===== src/rtl/owphy_pkg.sv =====
package owphy_pkg;

  typedef enum logic [2:0] {
    ST_IDLE,
    ST_SLOT,
    ST_SLOT_END,
    ST_RST_LOW,
    ST_PRES_WAIT,
    ST_PRES_DRIVE
  } phyState_t;

  // strobes from the control to the datapath
  typedef struct packed {
    logic clearAll;
    logic shiftRx;
    logic rxBit;
    logic shiftTx;
  } dpCtrl_t;

endpackage


===== src/rtl/owphy_ctrl.sv =====
module owphy_ctrl
  import owphy_pkg::*;
#(
  parameter int RESET_US     = 480,
  parameter int PRES_WAIT_US = 30,
  parameter int PRES_US      = 120,
  parameter int SAMPLE_US    = 15
) (
  input  logic    clk,
  input  logic    rstN,
  input  logic    usTick,
  input  logic    lineIn,
  input  logic    txPending,
  input  logic    txBit,
  input  logic    progStrobe,
  input  logic    blockStrobe,
  output dpCtrl_t ctl,
  output logic    lineDrvLow,
  output logic    busReset,
  output logic    progPulse,
  output logic    blockPulse
);

  localparam int LOW_W   = $clog2(RESET_US + 1);
  localparam int T_A     = (PRES_US > PRES_WAIT_US) ? PRES_US : PRES_WAIT_US;
  localparam int T_MAX   = (T_A > SAMPLE_US) ? T_A : SAMPLE_US;
  localparam int T_W     = $clog2(T_MAX + 1);
  localparam logic [LOW_W-1:0] LOW_SAT  = LOW_W'(RESET_US);
  localparam logic [LOW_W-1:0] LOW_LAST = LOW_W'(RESET_US - 1);
  localparam logic [T_W-1:0]   T_SAT    = T_W'(T_MAX);
  localparam logic [T_W-1:0]   T_SAMPLE = T_W'(SAMPLE_US);
  localparam logic [T_W-1:0]   T_PWAIT  = T_W'(PRES_WAIT_US);
  localparam logic [T_W-1:0]   T_PRES   = T_W'(PRES_US);

  phyState_t        state, stateNext;
  logic             lineQ;
  logic [LOW_W-1:0] lowCnt;
  logic [T_W-1:0]   slotTimer;
  logic             readSlot, readSlotNext;
  logic             timerClr;
  logic             fallEdge;
  logic             detectOn;
  logic             resetHit;
  logic             fwdOk;

  assign fallEdge = lineQ & ~lineIn;
  assign detectOn = (state == ST_IDLE) || (state == ST_SLOT) || (state == ST_SLOT_END);
  assign resetHit = detectOn && !lineIn && usTick && (lowCnt == LOW_LAST);
  assign fwdOk    = (state != ST_RST_LOW) && (state != ST_PRES_WAIT) &&
                    (state != ST_PRES_DRIVE);

  always_comb begin
    stateNext    = state;
    readSlotNext = readSlot;
    timerClr     = 1'b0;
    ctl          = '0;
    busReset     = 1'b0;
    if (resetHit) begin
      stateNext    = ST_RST_LOW;
      ctl.clearAll = 1'b1;
      busReset     = 1'b1;
      readSlotNext = 1'b0;
    end else begin
      unique case (state)
        ST_IDLE: begin
          if (fallEdge) begin
            stateNext    = ST_SLOT;
            timerClr     = 1'b1;
            readSlotNext = txPending;
          end
        end
        ST_SLOT: begin
          if (slotTimer == T_SAMPLE) begin
            stateNext = ST_SLOT_END;
            if (readSlot) begin
              ctl.shiftTx = 1'b1;
            end else begin
              ctl.shiftRx = 1'b1;
              ctl.rxBit   = lineIn;
            end
          end
        end
        ST_SLOT_END: begin
          if (lineIn) stateNext = ST_IDLE;
        end
        ST_RST_LOW: begin
          if (lineIn) begin
            stateNext = ST_PRES_WAIT;
            timerClr  = 1'b1;
          end
        end
        ST_PRES_WAIT: begin
          if (slotTimer == T_PWAIT) begin
            stateNext = ST_PRES_DRIVE;
            timerClr  = 1'b1;
          end
        end
        ST_PRES_DRIVE: begin
          if (slotTimer == T_PRES) stateNext = ST_SLOT_END;
        end
        default: stateNext = ST_IDLE;
      endcase
    end
  end

  assign lineDrvLow = (state == ST_PRES_DRIVE) ||
                      ((state == ST_SLOT) && readSlot && !txBit);

  always_ff @(posedge clk) begin
    if (!rstN) begin
      state      <= ST_IDLE;
      lineQ      <= 1'b1;
      lowCnt     <= '0;
      slotTimer  <= '0;
      readSlot   <= 1'b0;
      progPulse  <= 1'b0;
      blockPulse <= 1'b0;
    end else begin
      state    <= stateNext;
      lineQ    <= lineIn;
      readSlot <= readSlotNext;
      if (lineIn) begin
        lowCnt <= '0;
      end else if (usTick && (lowCnt != LOW_SAT)) begin
        lowCnt <= lowCnt + 1'b1;
      end
      if (timerClr) begin
        slotTimer <= '0;
      end else if (usTick && (slotTimer != T_SAT)) begin
        slotTimer <= slotTimer + 1'b1;
      end
      progPulse  <= progStrobe && fwdOk;
      blockPulse <= blockStrobe && fwdOk;
    end
  end

endmodule


===== src/rtl/owphy_datapath.sv =====
module owphy_datapath
  import owphy_pkg::*;
#(
  parameter int DATA_W = 8
) (
  input  logic              clk,
  input  logic              rstN,
  input  dpCtrl_t           ctl,
  input  logic              txLoad,
  input  logic [DATA_W-1:0] txByte,
  output logic [DATA_W-1:0] rxByte,
  output logic              rxValid,
  output logic              txPending,
  output logic              txBit,
  output logic              txReady
);

  localparam int CNT_W = $clog2(DATA_W + 1);
  localparam logic [CNT_W-1:0] LAST_BIT = CNT_W'(DATA_W - 1);
  localparam logic [CNT_W-1:0] FULL     = CNT_W'(DATA_W);

  logic [DATA_W-1:0] rxShift;
  logic [DATA_W-1:0] rxNext;
  logic [CNT_W-1:0]  bitCnt;
  logic [DATA_W-1:0] txShift;
  logic [CNT_W-1:0]  txLeft;

  assign rxNext    = {ctl.rxBit, rxShift[DATA_W-1:1]};
  assign txPending = (txLeft != '0);
  assign txReady   = (txLeft == '0);
  assign txBit     = txShift[0];

  always_ff @(posedge clk) begin
    if (!rstN) begin
      rxShift <= '0;
      bitCnt  <= '0;
      rxByte  <= '0;
      rxValid <= 1'b0;
    end else if (ctl.clearAll) begin
      rxShift <= '0;
      bitCnt  <= '0;
      rxValid <= 1'b0;
    end else begin
      rxValid <= 1'b0;
      if (ctl.shiftRx) begin
        rxShift <= rxNext;
        if (bitCnt == LAST_BIT) begin
          bitCnt  <= '0;
          rxByte  <= rxNext;
          rxValid <= 1'b1;
        end else begin
          bitCnt <= bitCnt + 1'b1;
        end
      end
    end
  end

  always_ff @(posedge clk) begin
    if (!rstN || ctl.clearAll) begin
      txShift <= '1;
      txLeft  <= '0;
    end else if (ctl.shiftTx) begin
      txShift <= {1'b1, txShift[DATA_W-1:1]};
      txLeft  <= txLeft - 1'b1;
    end else if (txLoad && txReady) begin
      txShift <= txByte;
      txLeft  <= FULL;
    end
  end

endmodule


===== src/rtl/ow_slave_phy.sv =====
module ow_slave_phy
  import owphy_pkg::*;
#(
  parameter int DATA_W       = 8,
  parameter int RESET_US     = 480,
  parameter int PRES_WAIT_US = 30,
  parameter int PRES_US      = 120,
  parameter int SAMPLE_US    = 15
) (
  input  logic              clk,
  input  logic              rstN,
  input  logic              usTick,
  input  logic              lineIn,
  output logic              lineDrvLow,
  output logic              busReset,
  output logic [DATA_W-1:0] rxByte,
  output logic              rxValid,
  input  logic [DATA_W-1:0] txByte,
  input  logic              txLoad,
  output logic              txReady,
  input  logic              progStrobe,
  input  logic              blockStrobe,
  output logic              progPulse,
  output logic              blockPulse
);

  dpCtrl_t ctl;
  logic    txPending;
  logic    txBit;

  owphy_ctrl #(
    .RESET_US(RESET_US), .PRES_WAIT_US(PRES_WAIT_US),
    .PRES_US(PRES_US), .SAMPLE_US(SAMPLE_US)
  ) uCtrl (
    .clk(clk), .rstN(rstN), .usTick(usTick), .lineIn(lineIn),
    .txPending(txPending), .txBit(txBit),
    .progStrobe(progStrobe), .blockStrobe(blockStrobe),
    .ctl(ctl), .lineDrvLow(lineDrvLow), .busReset(busReset),
    .progPulse(progPulse), .blockPulse(blockPulse)
  );

  owphy_datapath #(.DATA_W(DATA_W)) uDp (
    .clk(clk), .rstN(rstN), .ctl(ctl), .txLoad(txLoad), .txByte(txByte),
    .rxByte(rxByte), .rxValid(rxValid), .txPending(txPending),
    .txBit(txBit), .txReady(txReady)
  );

endmodule


===== config.mk =====
export PLATFORM = sky130hd
export DESIGN_NAME = ow_slave_phy
export DESIGN_NICKNAME = d
export VERILOG_FILES = /design/src/rtl/owphy_pkg.sv /design/src/rtl/owphy_ctrl.sv /design/src/rtl/owphy_datapath.sv /design/src/rtl/ow_slave_phy.sv
export SDC_FILE = /design/constraint.sdc
export NUM_CORES = 1
export LEC_CHECK = 0
export BUFFER_PORTS_ARGS = -buffer_cell sky130_fd_sc_hd__buf_2
export CAP_MARGIN = 5
export CORE_ASPECT_RATIO = 1.2
export CORE_MARGIN = 4
export CORE_UTILIZATION = 52
export DETAILED_ROUTE_END_ITERATION = 10
export PLACE_DENSITY_LB_ADDON = 0.2
export SYNTH_ARGS = -nofsm -noshare
export SYNTH_HDL_FRONTEND = slang
export SYNTH_SLANG_ARGS = --single-unit

===== constraint.sdc =====
create_clock -name clk -period 1.8 [get_ports clk]
set_input_delay 0.09 -clock clk [delete_from_list [all_inputs] [get_ports clk]]
set_output_delay 0.09 -clock clk [all_outputs]
set_load 0.01 [all_outputs]

Yosys cells after proc, flatten, opt, wreduce, memory -nomap -nowiden --
Index checks and enable logic that the tools add are counted.
Storage, ports and cells: word-level logic and storage cells 109, output and inout port bits 14, bits of input ports 15, register bits after elaboration 56
Operators by class: eq/ne operators 27, muxes and demuxes 25, bitwise operators 5, add/sub/neg operators 4, reduce and logical (&&, ||, !) cells 33
Operators with widths (count):
- 2-to-1 mux 3 bit | 9
- one-hot mux 3 bit (6 select lines) | 1
- 2-to-1 mux 7 bit | 2
- logical AND 1 bit | 12
- 2-to-1 mux 4 bit | 3
- inequality test 3 x 2 -> 1 bit, second input constant | 4
- AND reduction 6 bit | 2
- OR reduction 2 bit | 5
- adder 9 x 1 -> 9 bit, second input constant | 1
- equality test 9 bit, second input constant | 1
- inequality test 3 x 1 -> 1 bit, second input constant | 3
- inequality test 9 bit, second input constant | 1
- adder 7 x 1 -> 7 bit, second input constant | 1
- equality test 7 x 4 -> 1 bit, second input constant | 1
- equality test 7 x 5 -> 1 bit, second input constant | 1
- equality test 7 bit, second input constant | 1
- 2-to-1 mux 1 bit | 7
- inequality test 7 bit, second input constant | 1
- equality test 3 x 2 -> 1 bit, second input constant | 2
- equality test 3 bit, second input constant | 2
- inequality test 2 x 1 -> 1 bit, second input constant | 3
- inequality test 2 bit, second input constant | 3
- inequality test 3 bit, second input constant | 2
- adder 4 x 1 -> 4 bit, second input constant | 1
- other kinds (16) | 25

Logic depth before layout (Yosys ltp) --
word-level depth 9, gate-level depth with buffers 8, depth with buffers taken out 6

Modules after synthesis --
A second synthesis with hierarchy kept.
Unflattened totals: cells, all modules 302, area, all modules 2681.3 µm²
Modules (own cells, without submodules):
- owphy_datapath | sequential area each 640.6 µm², times used 1, cells an instance 156, area each 1412.6 µm²
- owphy_ctrl | sequential area each 460.4 µm², times used 1, cells an instance 146, area each 1268.7 µm²

Least setup slack after synthesis --
OpenSTA, ideal clock, no wires.
path kind register to register, start point reg uCtrl.slotTimer[1], end point reg uDp.bitCnt[3], required time 1.728 ns, stages on the path, launching flop included 8, period minus slack after synthesis 2.017 ns, library setup time 0.072 ns, arrival time 1.944 ns, setup slack -0.217 ns, path through dfxtp_1 -> ha_1 -> nand2b_1 -> buf_1 -> or4_1 -> buf_2 -> or4_1 -> a21oi_1
Between the ends: cells in the longest elaborated chain, start to end 4
RTL lines:
- from (decl) | RTL line owphy_ctrl.sv:38 | logic [T_W-1:0] slotTimer;
- from (signal assigned) | RTL line owphy_ctrl.sv:130 | slotTimer <= slotTimer + 1'b1;
- equality test 7 x 4 -> 1 bit | RTL line owphy_ctrl.sv:73 | if (slotTimer == T_SAMPLE) begin
- 2-to-1 mux 3 bit | RTL line owphy_ctrl.sv:73
- 2-to-1 mux 3 bit | RTL line owphy_ctrl.sv:64 | unique case (state)
- 2-to-1 mux 3 bit | RTL line owphy_ctrl.sv:58 | if (resetHit) begin
- to (signal assigned) | RTL line owphy_datapath.sv:52 | bitCnt <= bitCnt + 1'b1;
- to (decl) | RTL line owphy_datapath.sv:24 | logic [CNT_W-1:0] bitCnt;
No other way between the ends. A chain may end at the register's enable or synchronous reset.

Final worst setup path --
start point reg uCtrl.state[2], end point reg uDp.bitCnt[3]
Between the ends: cells in the longest elaborated chain, start to end 8, elaborated cells on any way between the ends 12
RTL lines:
- from (decl) | RTL line owphy_ctrl.sv:35 | phyState_t state, stateNext;
- from (signal assigned) | RTL line owphy_ctrl.sv:119 | state <= stateNext;
- equality test 3 x 1 -> 1 bit or logical NOT 3 bit (tied branches) | RTL line owphy_ctrl.sv:47, owphy_ctrl.sv:64
- logical OR 1 bit (2 in a row) | RTL line owphy_ctrl.sv:47 | assign detectOn = (state == ST_IDLE) || (state == ST_SLOT) || (state == ST_SLOT_END);
- logical AND 1 bit (3 in a row) | RTL line owphy_ctrl.sv:48 | assign resetHit = detectOn && !lineIn && usTick && (lowCnt == LOW_LAST);
- 2-to-1 mux 1 bit | RTL line owphy_ctrl.sv:58
- OR reduction 2 bit (no line)
Several ways; a longest one is shown, not always the timed one.

==> flow_metrics.py <==
metrics = {
    "job": {
        "max_cap_violations": 0,
    },
    "floorplan": {
        "dieArea_sq_um": 6440,
        "top_level_ports": 29,
        "floorplan.die.width_microns": 73.9,
        "start_util": 0.545,
        "floorplan.rows": 28,
        "chipHeight_microns": 87.1,
        "core_area_sq_um": 4970,
    },
    "critical_path": {
        "cp_num_buf_inv": 0,
        "max_stage_delay_cell_worst_path": "or4_4",
        "worst-r2r-cell-count": 4,
        "critPathTopFamily": "simple AND/OR/NAND/NOR gates",
        "crit_path_max_fanout": 6,
        "rrSetupSlack_ns": -0.06,
        "worstSetupPathDepth": 4,
        "crit_path_max_incr_delay_ns": 0.50,
        "crit_path_cell_trace": "or3b_4, or4_4, or4_4, a21oi_2",
        "critPathRequiredTime_ns": 2.05,
        "startpoint_type": "flip-flop",
        "path_common_cell": "or4_4",
        "r2r_endpoint": "uDp.bitCnt[3]",
        "crit_arrival_ns": 2.11,
        "rr_startpoint": "uCtrl.state[2]",
        "end_kind": "flip-flop",
        "timing.setup.critical_path_class": "reg -> reg",
    },
    "yosys": {
        "synth_enable_flop_cells": 0,
        "synthesis.nets": 340,
        "synth_sequential_area_ratio": 0.406,
        "synthDistinctLibCells": 48,
        "synthesis.yosys.warnings": 0,
        "syn_area_sq_um": 2710,
        "postSynthCellCount": 318,
        "asyncSetResetFlopFracSynth": 0,
        "synth.avg_cell_area_sq_um": 8.53,
        "postSynth.topFlopCell": "dfxtp_1",
        "ys_seq_elements": 55,
    },
    "sta": {
        "timing_hold_violations_final": 0,
        "timing.slew.headroom": 0.672,
        "report.final.slew_viol_count": 0,
        "finalCritPeriodShare": 1.03,
        "min_period_ns": 1.86,
        "finalWorstSetupSlack_ns": -0.0557,
        "timing.fmax_ghz": 0.539,
        "setup_viol": 5,
        "tns_ns": -0.108,
        "worst_skew_ns": 0.00573,
        "timing_worst_slew_pin_value_ns": 0.491,
        "grt_setup_unrepaired": "yes",
        "holdWs_ns": 0.0478,
    },
    "route": {
        "dr_total_vias": 2624,
        "final_antenna_net_count": 0,
        "post_drt_wl_per_cell_microns": 15.4,
        "drc_errors": 0,
        "dr.pass1.iters": 5,
        "drt-vias-per-instance": 5.87,
        "route.final.wire_length_microns": 6870,
        "drt-initial-drc-count": 208,
    },
    "clocking": {
        "cts_tree": "done",
        "cts.clk_slew.worst_paths_ns": 0.10,
        "clock_insertion_delay_worst_skew_ns": 0.31,
        "root_buf_cell": "clkbuf_8",
        "cts_inserted_buffers": 5,
        "clkSinkCount": 55,
        "clk_path_buf_depth": 2,
        "htree_levels": 2,
    },
    "pwr": {
        "static-leakage-power_uw": 0.00133,
        "ir_drop_uv": 452,
        "power_density_nw_per_um2": 635,
    },
    "final_layout": {
        "post_route_cells_drive_above_1_share": 0.341,
        "layout.filler_cells": 419,
        "finish.net_count": 408,
        "layout-area-overhead-vs-synth_pct": 29.9,
        "diode_count": 0,
    },
    "global_routing": {
        "pin_count_of_the_biggest_net_entering_global_routing": 18,
        "grt_remaining_overflow": 0,
        "grt_pass1_wl_microns": 10800,
        "antenna_found_initial": 0,
        "number_of_global_route_vias_before_repair": 2424,
        "globalRouteTotalUtil": 0.212,
    },
    "placement": {
        "number_of_buffers_added_on_ports": 28,
        "finalWeightedCongestion": 0.875,
        "detailed_place_hpwl_microns": 4650,
    },
    "outcome": {
        "failed_checks": "setup timing",
        "status": "finished, violations left",
    },
    "min_path": {
        "worst_hold_path.num_cells": 2,
        "hold_path_startpoint": "rstN",
        "worst_hold_path_type": "in -> reg",
        "min_to": "uDp.txShift[7]",
    },
}
## metrics by stage
stage	std cells	utilization	cell area [sq um]	power, uW	worst slack, ns
6_report	447	0.708	3520	2240	-0.0557
5_1_grt	447	0.708	3520	2330	-0.0827
4_1_cts	439	0.670	3330	2220	-0.0583
3_5_place_dp	428	0.639	3180	1480	-0.118
3_3_place_gp	428	0.639	3180	1480	-0.0687
2_1_floorplan	318	-	2740	1400	-0.189
## cell usage in the layout (no fill, tap or decap), types with 2 or more instances in the layout
| master | n |
|---|---|
| a21oi_1 | 23 |
| a211oi_1 | 7 |
| or3_1 | 2 |
| or4_4 | 3 |
| nand2_1 | 21 |
| mux2i_1 | 10 |
| clkbuf_8 | 7 |
| a211oi_2 | 3 |
| and4_1 | 2 |
| o21ai_1 | 7 |
| mux2_2 | 7 |
| o21a_1 | 2 |
| buf_6 | 3 |
| o21ai_0 | 13 |
| xnor2_1 | 8 |
| buf_4 | 47 |
| nand2b_1 | 5 |
| o31ai_1 | 4 |
| nand4_1 | 18 |
| nor2_1 | 22 |
| nand3_1 | 7 |
| inv_1 | 14 |
| nor4_2 | 3 |
| buf_2 | 28 |
| o31ai_2 | 6 |
| xor2_1 | 3 |
| dlygate4sd3_1 | 2 |
| nor3_1 | 11 |
| dfxtp_1 | 48 |
| nor3_2 | 5 |
| or4_1 | 2 |
| dfxtp_2 | 7 |
| nor3b_1 | 2 |
| ha_1 | 6 |
| a31oi_1 | 3 |
## worst register-to-register path: stages, from the launching register on
cell and delay (ns):
dfxtp_2 0.33, or3b_4 0.39, or4_4 0.46, or4_4 0.50, a21oi_2 0.12
## cells in the mapped netlist, types with 2 or more instances
cell type	instances	area, sq um
a211oi_1	10	75.1
a21oi_1	24	120
a31oi_1	3	18.8
and4_1	2	17.5
buf_4	2	15.0
clkbuf_1	15	56.3
dfxtp_1	55	1100
ha_1	7	87.6
inv_1	15	56.3
mux2_2	7	78.8
mux2i_1	10	100
nand2_1	22	82.6
nand2b_1	5	31.3
nand3_1	7	35.0
nand4_1	18	113
nor2_1	22	82.6
nor3_1	16	80.1
nor3b_1	2	15.0
nor4_1	2	12.5
nor4_2	2	25.0
o21a_1	2	15.0
o21ai_0	20	100
o31ai_1	11	82.6
or3_1	2	12.5
or4_1	5	37.5
xnor2_1	8	70.1
xor2_1	3	26.3
## layout make-up
type	instances	area, sq um	area share
Inverter	16	60.1	0.0171
Timing Repair Buffer	80	547	0.155
Sequential cell	55	1110	0.315
Clock buffer	8	100	0.0284
Multi-Input combinational cell	228	1630	0.463
Tap cell	60	75.1	0.0213
## report_power, final
part	switching [uW]	leakage (uW)	total [uW]	internal [uW]
combinational	115	0.000825	225	110
sequential	20.4	0.000450	1260	1240
clock	396	0.0000515	749	352
total	532	0.00133	2240	1710
## kinds of logic after synthesis
family                     share of synthesized area
muxes                                         0.0660
buffers and inverters                         0.0517
DFF                                            0.406
xor gates and xnor gates                      0.0355
AOI/OAI and AO/OA                              0.177
and+or+nand+nor                                0.231
adders and majority gates                     0.0323
## sequential cells by signal, summed over array words and instances (netlist names)
register and count:
uCtrl.lowCnt 9, uDp.rxValid 1, uDp.txShift 8, uDp.rxByte 8, uCtrl.slotTimer 7, uCtrl.progPulse 1
uCtrl.lineQ 1, uDp.bitCnt 4, uCtrl.state 3, uCtrl.blockPulse 1, uDp.rxShift 7, uDp.txLeft 4
uCtrl.readSlot 1
## repair_timing
action	4_1_cts	5_1_grt
pin swaps	1	7
endpoints found under the hold margin	2	0
hold buffers	2	0
cloned	0	1
gates resized for setup	7	35
endpoints found under the setup margin	22	37
buffers inserted	1	7
## metal layers
metal / vias to the layer above / routed length [microns] / global-route usage
met1: 1250 / 2980 / 0.259
met2: 70 / 3520 / 0.366
li1: 1294 / - / -
met5: - / 0 / 0
met3: 10 / 283 / 0.0450
met4: 0 / 97 / 0.0692
## worst max-delay path by stage
stage	start	end	slack (ns)
final	uCtrl.state[2]	uDp.bitCnt[3]	-0.06
after global routing	uCtrl.state[0]	uDp.bitCnt[3]	-0.08
after CTS	uCtrl.state[2]	uDp.bitCnt[3]	-0.06
after detailed placement	uCtrl.state[0]	uDp.bitCnt[3]	-0.12
after global placement	uCtrl.state[2]	uDp.bitCnt[3]	-0.07
after floorplan	uCtrl.state[2]	uDp.bitCnt[3]	-0.19
No activity file was read; power rests on OpenSTA's default activity.
